### config.mk
export PLATFORM = sky130hd
export DESIGN_NAME = uart_modem_ctl
export DESIGN_NICKNAME = d
export VERILOG_FILES = /design/src/rtl/uart_modem_pkg.sv /design/src/rtl/uart_modem_path.sv /design/src/rtl/uart_modem_ctrl.sv /design/src/rtl/uart_modem_ctl.sv
export SDC_FILE = /design/constraint.sdc
export NUM_CORES = 1
export LEC_CHECK = 0
export BUFFER_PORTS_ARGS = -buffer_cell sky130_fd_sc_hd__buf_2
export CORE_MARGIN = 10
export CORE_UTILIZATION = 53
export DETAILED_ROUTE_END_ITERATION = 10
export PLACE_DENSITY_LB_ADDON = 0.05
export SYNTH_ARGS = -nofsm -noshare
export SYNTH_HDL_FRONTEND = slang
export SYNTH_SLANG_ARGS = --single-unit
export TNS_END_PERCENT = 100
### constraint.sdc
create_clock -name clk -period 2.03 [get_ports clk]
set_clock_uncertainty 0.05 [all_clocks]
set_input_delay 0.406 -clock clk [delete_from_list [all_inputs] [get_ports clk]]
set_output_delay 0.406 -clock clk [all_outputs]
set_load 0.02 [all_outputs]
### src/rtl/uart_modem_pkg.sv
package uart_modem_pkg;
  localparam int DATA_W   = 8;
  localparam int ADDR_W   = 3;
  localparam int NUM_LINE = 4;
  localparam int IER_W    = 4;
  localparam int MCR_W    = 5;

  localparam logic [ADDR_W-1:0] ADDR_IER = 3'd1;
  localparam logic [ADDR_W-1:0] ADDR_MCR = 3'd4;
  localparam logic [ADDR_W-1:0] ADDR_MSR = 3'd6;

  // line index inside the status vector
  localparam int LINE_CTS = 0;
  localparam int LINE_DSR = 1;
  localparam int LINE_RI  = 2;
  localparam int LINE_DCD = 3;

  localparam int MCR_RTS_BIT  = 1;
  localparam int MCR_LOOP_BIT = 4;
  localparam int IER_MSI_BIT  = 3;

  typedef struct packed {
    logic wrIer;
    logic wrMcr;
    logic clrDelta;
  } modemStrobe_t;
endpackage

### src/rtl/uart_modem_path.sv
module uart_modem_path
  import uart_modem_pkg::*;
#(
  parameter int SYNC_STAGES = 2
) (
  input  logic                clk,
  input  logic                rstN,
  input  logic [NUM_LINE-1:0] pinsN,
  input  modemStrobe_t        strb,
  input  logic                loopEn,
  input  logic                loopCts,
  output logic [DATA_W-1:0]   msr
);
  localparam int LAST = SYNC_STAGES - 1;

  logic [NUM_LINE-1:0] syncQ [SYNC_STAGES];
  logic [NUM_LINE-1:0] statNow;
  logic [NUM_LINE-1:0] statPrev;
  logic [NUM_LINE-1:0] edgeVec;
  logic [NUM_LINE-1:0] delta;

  always_ff @(posedge clk or negedge rstN) begin
    if (!rstN) syncQ[0] <= '1;
    else       syncQ[0] <= pinsN;
  end

  for (genvar s = 1; s < SYNC_STAGES; s++) begin : g_sync
    always_ff @(posedge clk or negedge rstN) begin
      if (!rstN) syncQ[s] <= '1;
      else       syncQ[s] <= syncQ[s-1];
    end
  end

  always_comb begin
    statNow = ~syncQ[LAST];
    if (loopEn) statNow[LINE_CTS] = loopCts;
  end

  always_ff @(posedge clk or negedge rstN) begin
    if (!rstN) statPrev <= '0;
    else       statPrev <= statNow;
  end

  for (genvar i = 0; i < NUM_LINE; i++) begin : g_edge
    if (i == LINE_RI) begin : g_trail
      // ring pin low->high means status bit falls
      assign edgeVec[i] = statPrev[i] & ~statNow[i];
    end else begin : g_any
      assign edgeVec[i] = statPrev[i] ^ statNow[i];
    end

    always_ff @(posedge clk or negedge rstN) begin
      if (!rstN)              delta[i] <= 1'b0;
      else if (edgeVec[i])    delta[i] <= 1'b1;
      else if (strb.clrDelta) delta[i] <= 1'b0;
    end

    // a change in the clearing cycle still lands
    a_r7_edge_sets: assert property (@(posedge clk) disable iff (!rstN)
      edgeVec[i] |=> delta[i]);
  end

  assign msr = {statNow[LINE_DCD], statNow[LINE_RI], statNow[LINE_DSR],
                statNow[LINE_CTS], delta[LINE_DCD], delta[LINE_RI],
                delta[LINE_DSR], delta[LINE_CTS]};

  // ring delta rises only after the status bit fell
  a_r4_ri_trailing: assert property (@(posedge clk) disable iff (!rstN)
    $rose(msr[2]) |-> (!$past(msr[6]) && $past(msr[6], 2)));

  // any change of a plain status bit sets its delta
  a_r5_cts_delta: assert property (@(posedge clk) disable iff (!rstN)
    (msr[4] != $past(msr[4])) |=> msr[0]);
  a_r5_dsr_delta: assert property (@(posedge clk) disable iff (!rstN)
    (msr[5] != $past(msr[5])) |=> msr[1]);
  a_r5_dcd_delta: assert property (@(posedge clk) disable iff (!rstN)
    (msr[7] != $past(msr[7])) |=> msr[3]);

  // a clear with no coincident change empties deltas, otherwise they hold
  a_r6_clear: assert property (@(posedge clk) disable iff (!rstN)
    (strb.clrDelta && edgeVec == '0) |=> (msr[3:0] == 4'b0000));
  a_r6_hold: assert property (@(posedge clk) disable iff (!rstN)
    (!strb.clrDelta && edgeVec == '0) |=> $stable(msr[3:0]));
endmodule

### src/rtl/uart_modem_ctrl.sv
module uart_modem_ctrl
  import uart_modem_pkg::*;
(
  input  logic              clk,
  input  logic              rstN,
  input  logic              wrEn,
  input  logic [ADDR_W-1:0] addr,
  input  logic [DATA_W-1:0] wrData,
  input  logic              msrRdStb,
  input  logic [DATA_W-1:0] msrValue,
  output modemStrobe_t      strb,
  output logic              loopEn,
  output logic              loopCts,
  output logic [DATA_W-1:0] rdData,
  output logic              rtsN,
  output logic              msIrq
);
  logic [IER_W-1:0] ierReg;
  logic [MCR_W-1:0] mcrReg;
  logic             unusedWr;

  assign unusedWr = ^wrData[DATA_W-1:MCR_W];

  always_comb begin
    strb.wrIer    = wrEn && (addr == ADDR_IER);
    strb.wrMcr    = wrEn && (addr == ADDR_MCR);
    strb.clrDelta = msrRdStb;
  end

  always_ff @(posedge clk or negedge rstN) begin
    if (!rstN) begin
      ierReg <= '0;
      mcrReg <= '0;
    end else begin
      if (strb.wrIer) ierReg <= wrData[IER_W-1:0];
      if (strb.wrMcr) mcrReg <= wrData[MCR_W-1:0];
    end
  end

  assign loopEn  = mcrReg[MCR_LOOP_BIT];
  assign loopCts = mcrReg[MCR_RTS_BIT];
  assign rtsN    = ~(mcrReg[MCR_RTS_BIT] & ~mcrReg[MCR_LOOP_BIT]);
  assign msIrq   = ierReg[IER_MSI_BIT] & (|msrValue[NUM_LINE-1:0]);

  always_comb begin
    rdData = '0;
    case (addr)
      ADDR_IER: rdData[IER_W-1:0] = ierReg;
      ADDR_MCR: rdData[MCR_W-1:0] = mcrReg;
      ADDR_MSR: rdData            = msrValue;
      default:  rdData            = '0;
    endcase
  end

  // loopback keeps the pin idle
  a_r2_loop_rts_idle: assert property (@(posedge clk) disable iff (!rstN)
    mcrReg[MCR_LOOP_BIT] |-> rtsN);
  // loopback routes request-to-send into clear-to-send status
  a_r9_loop_cts: assert property (@(posedge clk) disable iff (!rstN)
    mcrReg[MCR_LOOP_BIT] |-> (msrValue[4] == mcrReg[MCR_RTS_BIT]));
  // interrupt needs the enable, and fires when a delta appears
  a_r8_irq_enable: assert property (@(posedge clk) disable iff (!rstN)
    msIrq |-> ierReg[IER_MSI_BIT]);
  a_r8_irq_raise: assert property (@(posedge clk) disable iff (!rstN)
    (ierReg[IER_MSI_BIT] && $rose(msrValue[0])) |-> msIrq);
endmodule

### src/rtl/uart_modem_ctl.sv
module uart_modem_ctl
  import uart_modem_pkg::*;
#(
  parameter int SYNC_STAGES = 2
) (
  input  logic              clk,
  input  logic              rstN,
  input  logic              wrEn,
  input  logic [ADDR_W-1:0] addr,
  input  logic [DATA_W-1:0] wrData,
  input  logic              msrRdStb,
  output logic [DATA_W-1:0] rdData,
  input  logic              ctsN,
  input  logic              dsrN,
  input  logic              dcdN,
  input  logic              riN,
  output logic              rtsN,
  output logic              msIrq
);
  modemStrobe_t      strb;
  logic              loopEn;
  logic              loopCts;
  logic [DATA_W-1:0] msrValue;
  logic [NUM_LINE-1:0] pinsN;

  assign pinsN = {dcdN, riN, dsrN, ctsN};

  uart_modem_ctrl u_ctrl (
    .clk      (clk),
    .rstN     (rstN),
    .wrEn     (wrEn),
    .addr     (addr),
    .wrData   (wrData),
    .msrRdStb (msrRdStb),
    .msrValue (msrValue),
    .strb     (strb),
    .loopEn   (loopEn),
    .loopCts  (loopCts),
    .rdData   (rdData),
    .rtsN     (rtsN),
    .msIrq    (msIrq)
  );

  uart_modem_path #(.SYNC_STAGES(SYNC_STAGES)) u_path (
    .clk     (clk),
    .rstN    (rstN),
    .pinsN   (pinsN),
    .strb    (strb),
    .loopEn  (loopEn),
    .loopCts (loopCts),
    .msr     (msrValue)
  );
endmodule

### Word level (Yosys, flattened, before mapping)

Index checks and enable logic that the tools add are counted.

* bits in registers: 25
* latch bits: 0
* RAM bits: 0
* ROM bits: 0
* bits of input ports: 19
* logic and storage cells: 38
* memories kept: 0

* add/subtract/negate cells: 0
* multiply operators: 0
* divide/modulo/power cells: 0
* magnitude comparators: 0
* equal/unequal tests: 3
* shifts and indexed selects: 0
* mux-type cells: 9
* bitwise gates (word level): 10
* reductions and logical operators: 7

Operator list (count)
* 4-bit one-hot mux with 3 select lines: 1
* 2-bit nonzero test: 4
* 3-bit equality test (second input constant): 2
* 1-bit 2-to-1 mux: 6
* 4-bit NOT: 1
* 4-bit OR reduction: 1
* 1-bit AND: 3
* 3-bit by 1-bit equality test with 1-bit output (second input constant): 1
* 3-bit 2-to-1 mux: 1
* 1-bit NOT: 3
* 1-bit bitwise XOR: 3
* 1-bit logical AND: 2
* 1-bit one-hot mux with 2 select lines: 1

### Longest topological paths before layout

Gate-level depths: netlist of the first run.

* depth in word-level cells: 4
* gate-level depth with buffers: 4

### By module

Synthesis of the first run repeated with hierarchy kept, for this count alone.

* cell total of the unflattened synthesis: 76
* area total of the unflattened synthesis: 1109.8 sq um

By module, submodules not included
* uart_modem_ctrl: instances 1, cells each 42, area each 599.3 sq um, sequential area each 225.2 sq um
* uart_modem_path: instances 1, cells each 34, area each 510.5 sq um, sequential area each 410.4 sq um

### Least setup slack after synthesis of the first run

Ideal clock, no wire load.

* path kind: input-to-output
* start point: input addr[1]
* end point: output rdData[4]
* arrival: 1.312 ns
* path slack: 0.262 ns
* stages on the path: 4
* buffers on the path: 1
* path through: buf_6 -> inv_1 -> or3_1 -> a21oi_1

* word-level cells in the longest chain between the ends: 2
* elaborated cells between the ends (all ways): 3
* those cells by class: eq/ne (2); mux (1)

RTL lines
* from (decl): line uart_modem_ctl.sv:9 `input logic [ADDR_W-1:0] addr,`
* 3-bit equality test: line uart_modem_ctrl.sv:47 `case (addr)`
* 1-bit one-hot mux with 2 select lines (*): line uart_modem_ctrl.sv:47
* to (decl): line uart_modem_ctl.sv:12 `output logic [DATA_W-1:0] rdData,`

Mark *: on every way between the ends. The rest lies on a longest branch, timed or not.

### Final worst setup path of the first run

* start point: register u_ctrl.mcrReg[4]
* end point: output rdData[4]

* word-level cells in the longest chain between the ends: 2

RTL lines
* from (decl): line uart_modem_ctrl.sv:19 `logic [MCR_W-1:0] mcrReg;`
* from (signal assigned): line uart_modem_ctrl.sv:36 `if (strb.wrMcr) mcrReg <= wrData[MCR_W-1:0];`
* 1-bit 2-to-1 mux: line uart_modem_path.sv:36 `if (loopEn) statNow[LINE_CTS] = loopCts;`
* 1-bit one-hot mux with 2 select lines (*): line uart_modem_ctrl.sv:47

Marked as above.

==> results_dict.tcl, run 1 <==
set metrics [dict create \
    status "finished with violations" \
    power_density_nw_per_um2 848 \
    track_usage_pct 9.58 \
    drv_slew 0 \
    netlist_instances 79 \
    dieArea_sq_um 4120 \
    grt_setup_unrepaired "false" \
    yosys.cell_types.count 19 \
    postSynthAreaPerCell_sq_um 13.1 \
    clock-root-buffer "clkbuf_4" \
    syn_nets 98 \
    worst_ep_arrival_time_ns 1.39 \
    io_pins 29 \
    met3_usage_pct 3.31 \
    synth-edff-count 0 \
    grt_pass1_wl_microns 3250 \
    final_common_cell "buf_2" \
    hold_slack_ns -0.00610 \
    ys.flop_type "dfrtp_1" \
    avgViaCountPerCell 4.98 \
    p_leak_nw 0.588 \
    netlist_area_sq_um 1030 \
    die_h_microns 64.2 \
    required_ns 1.57 \
    drt-total-wl_microns 1820 \
    worst_hold_path_type "in -> async" \
    insertion_delay_ns 0.31 \
    violations "hold timing" \
    clock_path_buffers 2 \
    ys_seq_elements 25 \
    fp.dieW_microns 64.2 \
    routedWlPerCell_microns 13.7 \
    drt_iter0_drc 10 \
    coreArea_sq_um 1780 \
    drt_first_pass_iters 3 \
    syn2layout_area_growth_pct 17.7 \
    timing.rr.start "u_ctrl.mcrReg[4]" \
    grt_overflow 0 \
    cts_tree "yes" \
    cts_setup_buffers 0 \
    hold_viol 10 \
    tns_ns 0 \
    first_global_vias 777 \
    ant_nets 0 \
    hold_buffers 0 \
    timing.final.crit_period_ns 1.85 \
    rows 15 \
    drive_gt1_share_pct 47.2 \
    start_util_pct 58.0 \
    io_buffers 25 \
    cap_violations 0 \
    numCtsBuffers 3 \
    ir_worst_vdd_mv 0.546 \
    cts_resized 0 \
    r2r_cells 2 \
    met2_usage_pct 16.5 \
    fmax_mhz 542 \
    diodes 0 \
    fin_nets 128 \
    r2r_slack_ns 0.98 \
    ys.warnings.count 0 \
    drc 0 \
    ys_async_sr_fraction_pct 100 \
    finalSetupViolCount 0 \
    nFillCells 142 \
    cp-start-kind "register" \
    end_kind "primary output" \
    cts_num_sinks 25 \
    grt_util_met1_pct 10.5 \
    path_clk_slew_ns 0.13 \
    r2r_end "u_path.msr[0]" \
    grt_max_degree 26 \
    yosysSeqAreaShare_pct 61.5 \
    top_usage_layer "met2" \
    vias 662 \
    worst_pin_slew_ns 0.523 \
    antenna_found_initial 0 \
    critical_path_class "reg -> out" \
    relSlewSlack_pct 65.1 \
    period_share_pct 90.9 \
    htree_num_levels 1 \
    mostFrequentLayoutCells "buf_2 (25), dfrtp_1 (17), mux2_2 (9)" \
    worstPathMaxFanout 5 \
    gp_congestion 0.738 \
    dp_hpwl_microns 1470 \
]
## state kept, by name, summed over array words and instances, names as in the netlist
| register | flops |
|---|---|
| u_ctrl.ierReg | 4 |
| u_ctrl.mcrReg | 5 |
| u_path.msr | 4 |
| u_path.statPrev | 4 |
| u_path.syncQ | 8 |
## layout make-up
cell class                      count  area [sq um]  area share [%]
Timing Repair Buffer               26           133            10.9
Tap cell                           25          31.3            2.57
Clock inverter                      1          7.51           0.617
Clock buffer                        3          22.5            1.85
Sequential cell                    25           636            52.3
Multi-Input combinational cell     45           357            29.3
Inverter                            8          30.0            2.47
## cell families (layout without fill, tap and decap cells)
| kind of cell | Yosys count | after routing | share of synthesized area, % |
|---|---|---|---|
| and+or+nand+nor | 18 | 18 | 11.7 |
| DFF | 25 | 25 | 61.5 |
| AOI/OAI and AO/OA | 10 | 10 | 5.45 |
| xor gates and xnor gates | 2 | 2 | 1.70 |
| buffers and inverters | 9 | 38 | 4.00 |
| muxes | 15 | 15 | 15.6 |
## stage by stage
stage          utilization [%]  setup slack, ns  cell area, sq um  power (mW)  instances
5_1_grt                   68.2           0.0668              1220        1.10        133
6_report                  68.2            0.184              1220        1.03        133
3_5_place_dp              66.5            0.249              1190       0.826        129
4_1_cts                   68.2            0.161              1220        1.05        133
3_3_place_gp              66.5            0.265              1190       0.818        129
2_1_floorplan                -            0.262              1030       0.751         79
## synthesized netlist by cell type (all sizes together), types with 2 or more instances
cell / n / area share, %
o21ai: 8 / 3.9
xor2: 2 / 1.7
nand2b: 2 / 1.5
nand2: 5 / 1.8
nor2b: 2 / 1.2
nor3b: 2 / 3.6
mux2: 9 / 9.8
dfstp: 8 / 20
mux2i: 6 / 5.8
nor2: 4 / 1.5
dfrtp: 17 / 41
inv: 8 / 2.9
## critical path: stages, from the launching register on
cell and delay, ns:
dfrtp_1 0.45, or3_1 0.31, a21oi_1 0.14, buf_2 0.18
## routing by layer
| metal | share of wire (%) | up-vias |
|---|---|---|
| met4 | 1.3 | 0 |
| met2 | 48 | 16 |
| met3 | 7.6 | 4 |
| met1 | 43 | 317 |
| li1 | - | 325 |
| met5 | 0 | - |
## worst max path at each step
| stage | slack, ns | depth (start not counted) | start | endpoint |
|---|---|---|---|---|
| floorplan | 0.26 | 4 | addr[1] | rdData[4] |
| global placement | 0.27 | 5 | addr[1] | rdData[4] |
| detailed placement | 0.25 | 5 | addr[1] | rdData[4] |
| CTS | 0.16 | 3 | u_ctrl.mcrReg[4] | rdData[4] |
| global route | 0.07 | 3 | u_ctrl.mcrReg[4] | rdData[4] |
| finish | 0.18 | 3 | u_ctrl.mcrReg[4] | rdData[4] |
## power by group
group,total (mW),internal (mW),switching (mW)
Sequential,0.619,0.573,0.0460
Clock,0.218,0.0751,0.143
Combinational,0.194,0.0972,0.0970
(Power assumes the default switching activity.)
==> inputs of run 2 (changes only) <==
==> constraint.sdc (replaced) <==
create_clock -name clk -period 2.03 [get_ports clk]
set_clock_uncertainty 0.05 [all_clocks]
set_input_delay 0.609 -clock clk [delete_from_list [all_inputs] [get_ports clk]]
set_output_delay 0.609 -clock clk [all_outputs]
set_load 0.02 [all_outputs]
==> results_dict.tcl, run 2 (synthesized netlist as in run 1, its figures left out) <==
set metrics [dict create \
    clock_path_buffers 2 \
    end_kind "primary output" \
    critPathSlowestCell "or3_4" \
    diodes 0 \
    largestRegisters "u_path.syncQ x8, u_ctrl.mcrReg x5" \
    antenna_found_initial 0 \
    worstPathMaxFanout 4 \
    p_leak_nw 0.612 \
    path_clk_slew_ns 0.13 \
    ir_worst_vdd_mv 0.618 \
    placed_area_sq_um 1210 \
    drive_gt1_share_pct 51.8 \
    start_util_pct 58.0 \
    status "finished, final reports clean" \
    drc 0 \
    routedWlPerCell_microns 14.3 \
    period_share_pct 99.8 \
    fin_nets 130 \
    syn2layout_area_growth_pct 24.3 \
    hold_buffers 0 \
    drv_slew 0 \
    dp_hpwl_microns 1540 \
    io_buffers 25 \
    drt-total-wl_microns 1940 \
    startpoint "addr[1]" \
    cts_tree "yes" \
    io_pins 29 \
    die_h_microns 64.2 \
    numCtsBuffers 3 \
    r2r_end "u_path.msr[0]" \
    power_density_nw_per_um2 826 \
    fin_area_sq_um 1280 \
    cp-start-kind "input pin" \
    largest_register "u_path.syncQ" \
    worst_ep_arrival_time_ns 1.37 \
    grt_setup_unrepaired "true" \
    htree_num_levels 1 \
    track_usage_pct 10.5 \
    dieArea_sq_um 4120 \
    final_common_cell "buf_2" \
    cts_num_sinks 25 \
    grt_overflow 0 \
    timing.rr.start "u_ctrl.mcrReg[4]" \
    critical_path_class "in -> out" \
    hold_slack_ns 0.198 \
    largest_register_ffs 8 \
    coreArea_sq_um 1780 \
    nFillCells 139 \
    vias 673 \
    avgViaCountPerCell 4.99 \
    hold_viol 0 \
    grt_pass1_wl_microns 3420 \
    r2r_slack_ns 0.93 \
    timing.final.crit_period_ns 2.03 \
    worst_hold_path_type "in -> async" \
    relSlewSlack_pct 64.9 \
    grt_max_degree 26 \
    cap_violations 0 \
    mostFrequentLayoutCells "buf_2 (18), dfrtp_1 (17), mux2_2 (9), dfstp_2 (8), inv_1 (7)" \
    drt_iter0_drc 10 \
    drt_first_pass_iters 3 \
    r2r_cells 3 \
    ant_nets 0 \
    slowest_delay_ns 0.38 \
    total_power_mw 1.06 \
    gp_congestion 0.766 \
    crit_path_end "rdData[4]" \
    fmax_mhz 493 \
    rows 15 \
    insertion_delay_ns 0.32 \
    required_ns 1.37 \
    first_global_vias 793 \
    fp.dieW_microns 64.2 \
    finalSetupViolCount 0 \
    worst_pin_slew_ns 0.526 \
    crit_path_cell_trace "buf_8, inv_2, or3_4, a21oi_4, buf_6" \
    clock-root-buffer "clkbuf_4" \
]
run 2: area by class of cell:
type | count | area [sq um] | share of cell area [%]
Inverter | 8 | 30.0 | 2.34
Timing Repair Buffer | 28 | 184 | 14.3
Sequential cell | 25 | 636 | 49.5
Clock buffer | 3 | 22.5 | 1.75
Tap cell | 25 | 31.3 | 2.43
Multi-Input combinational cell | 45 | 377 | 29.3
Clock inverter | 1 | 5.00 | 0.389
run 2: through the flow:
| stage | utilization [%] | worst slack, ns | instances | setup TNS (ns) |
|---|---|---|---|---|
| floorplan | - | 0.00682 | 79 | 0 |
| global placement | 67.9 | -0.0895 | 130 | -0.205 |
| detailed placement | 67.9 | -0.113 | 130 | -0.222 |
| CTS | 71.3 | -0.0198 | 135 | -0.0198 |
| global route | 72.1 | -0.0511 | 135 | -0.182 |
| finish | 72.1 | 0.00317 | 135 | 0 |
run 2: where the power goes:
part           switching, mW  internal (mW)  total, mW
Clock                  0.142         0.0738      0.215
Combinational          0.110          0.119      0.230
Sequential            0.0435          0.573      0.616
run 2: layer usage:
metal / up-vias / track usage, % / part of all wire (%)
li1: 327 / - / -
met1: 324 / 11.8 / 43
met2: 17 / 17.2 / 49
met3: 5 / 4.70 / 5.9
met4: 0 / 4.01 / 1.8
met5: - / 0 / 0
run 2: what timing repair did:
item                       in CTS  in global routing
buffers inserted                1                  0
pin swaps                       7                  5
setup endpoints to repair       5                  6
resized for setup              14                  5
run 2: how the worst min path moves through the flow:
stage	start	to	slack, ns	depth (start not counted)
5_1_grt	rstN	u_ctrl.mcrReg[0]	0.22	1
2_1_floorplan	rstN	u_ctrl.ierReg[0]	0.26	0
3_5_place_dp	u_path.syncQ[4]	u_path.syncQ[0]	0.30	0
6_report	rstN	u_ctrl.mcrReg[3]	0.20	1
4_1_cts	rstN	u_ctrl.ierReg[3]	0.21	1
3_3_place_gp	u_path.syncQ[7]	u_path.syncQ[3]	0.30	0
run 2: critical path: cells and delay by family:
family / cells / cell delay [ns]
simple gates: 1 / 0.38
buf+inv: 3 / 0.25
compound gates: 1 / 0.13
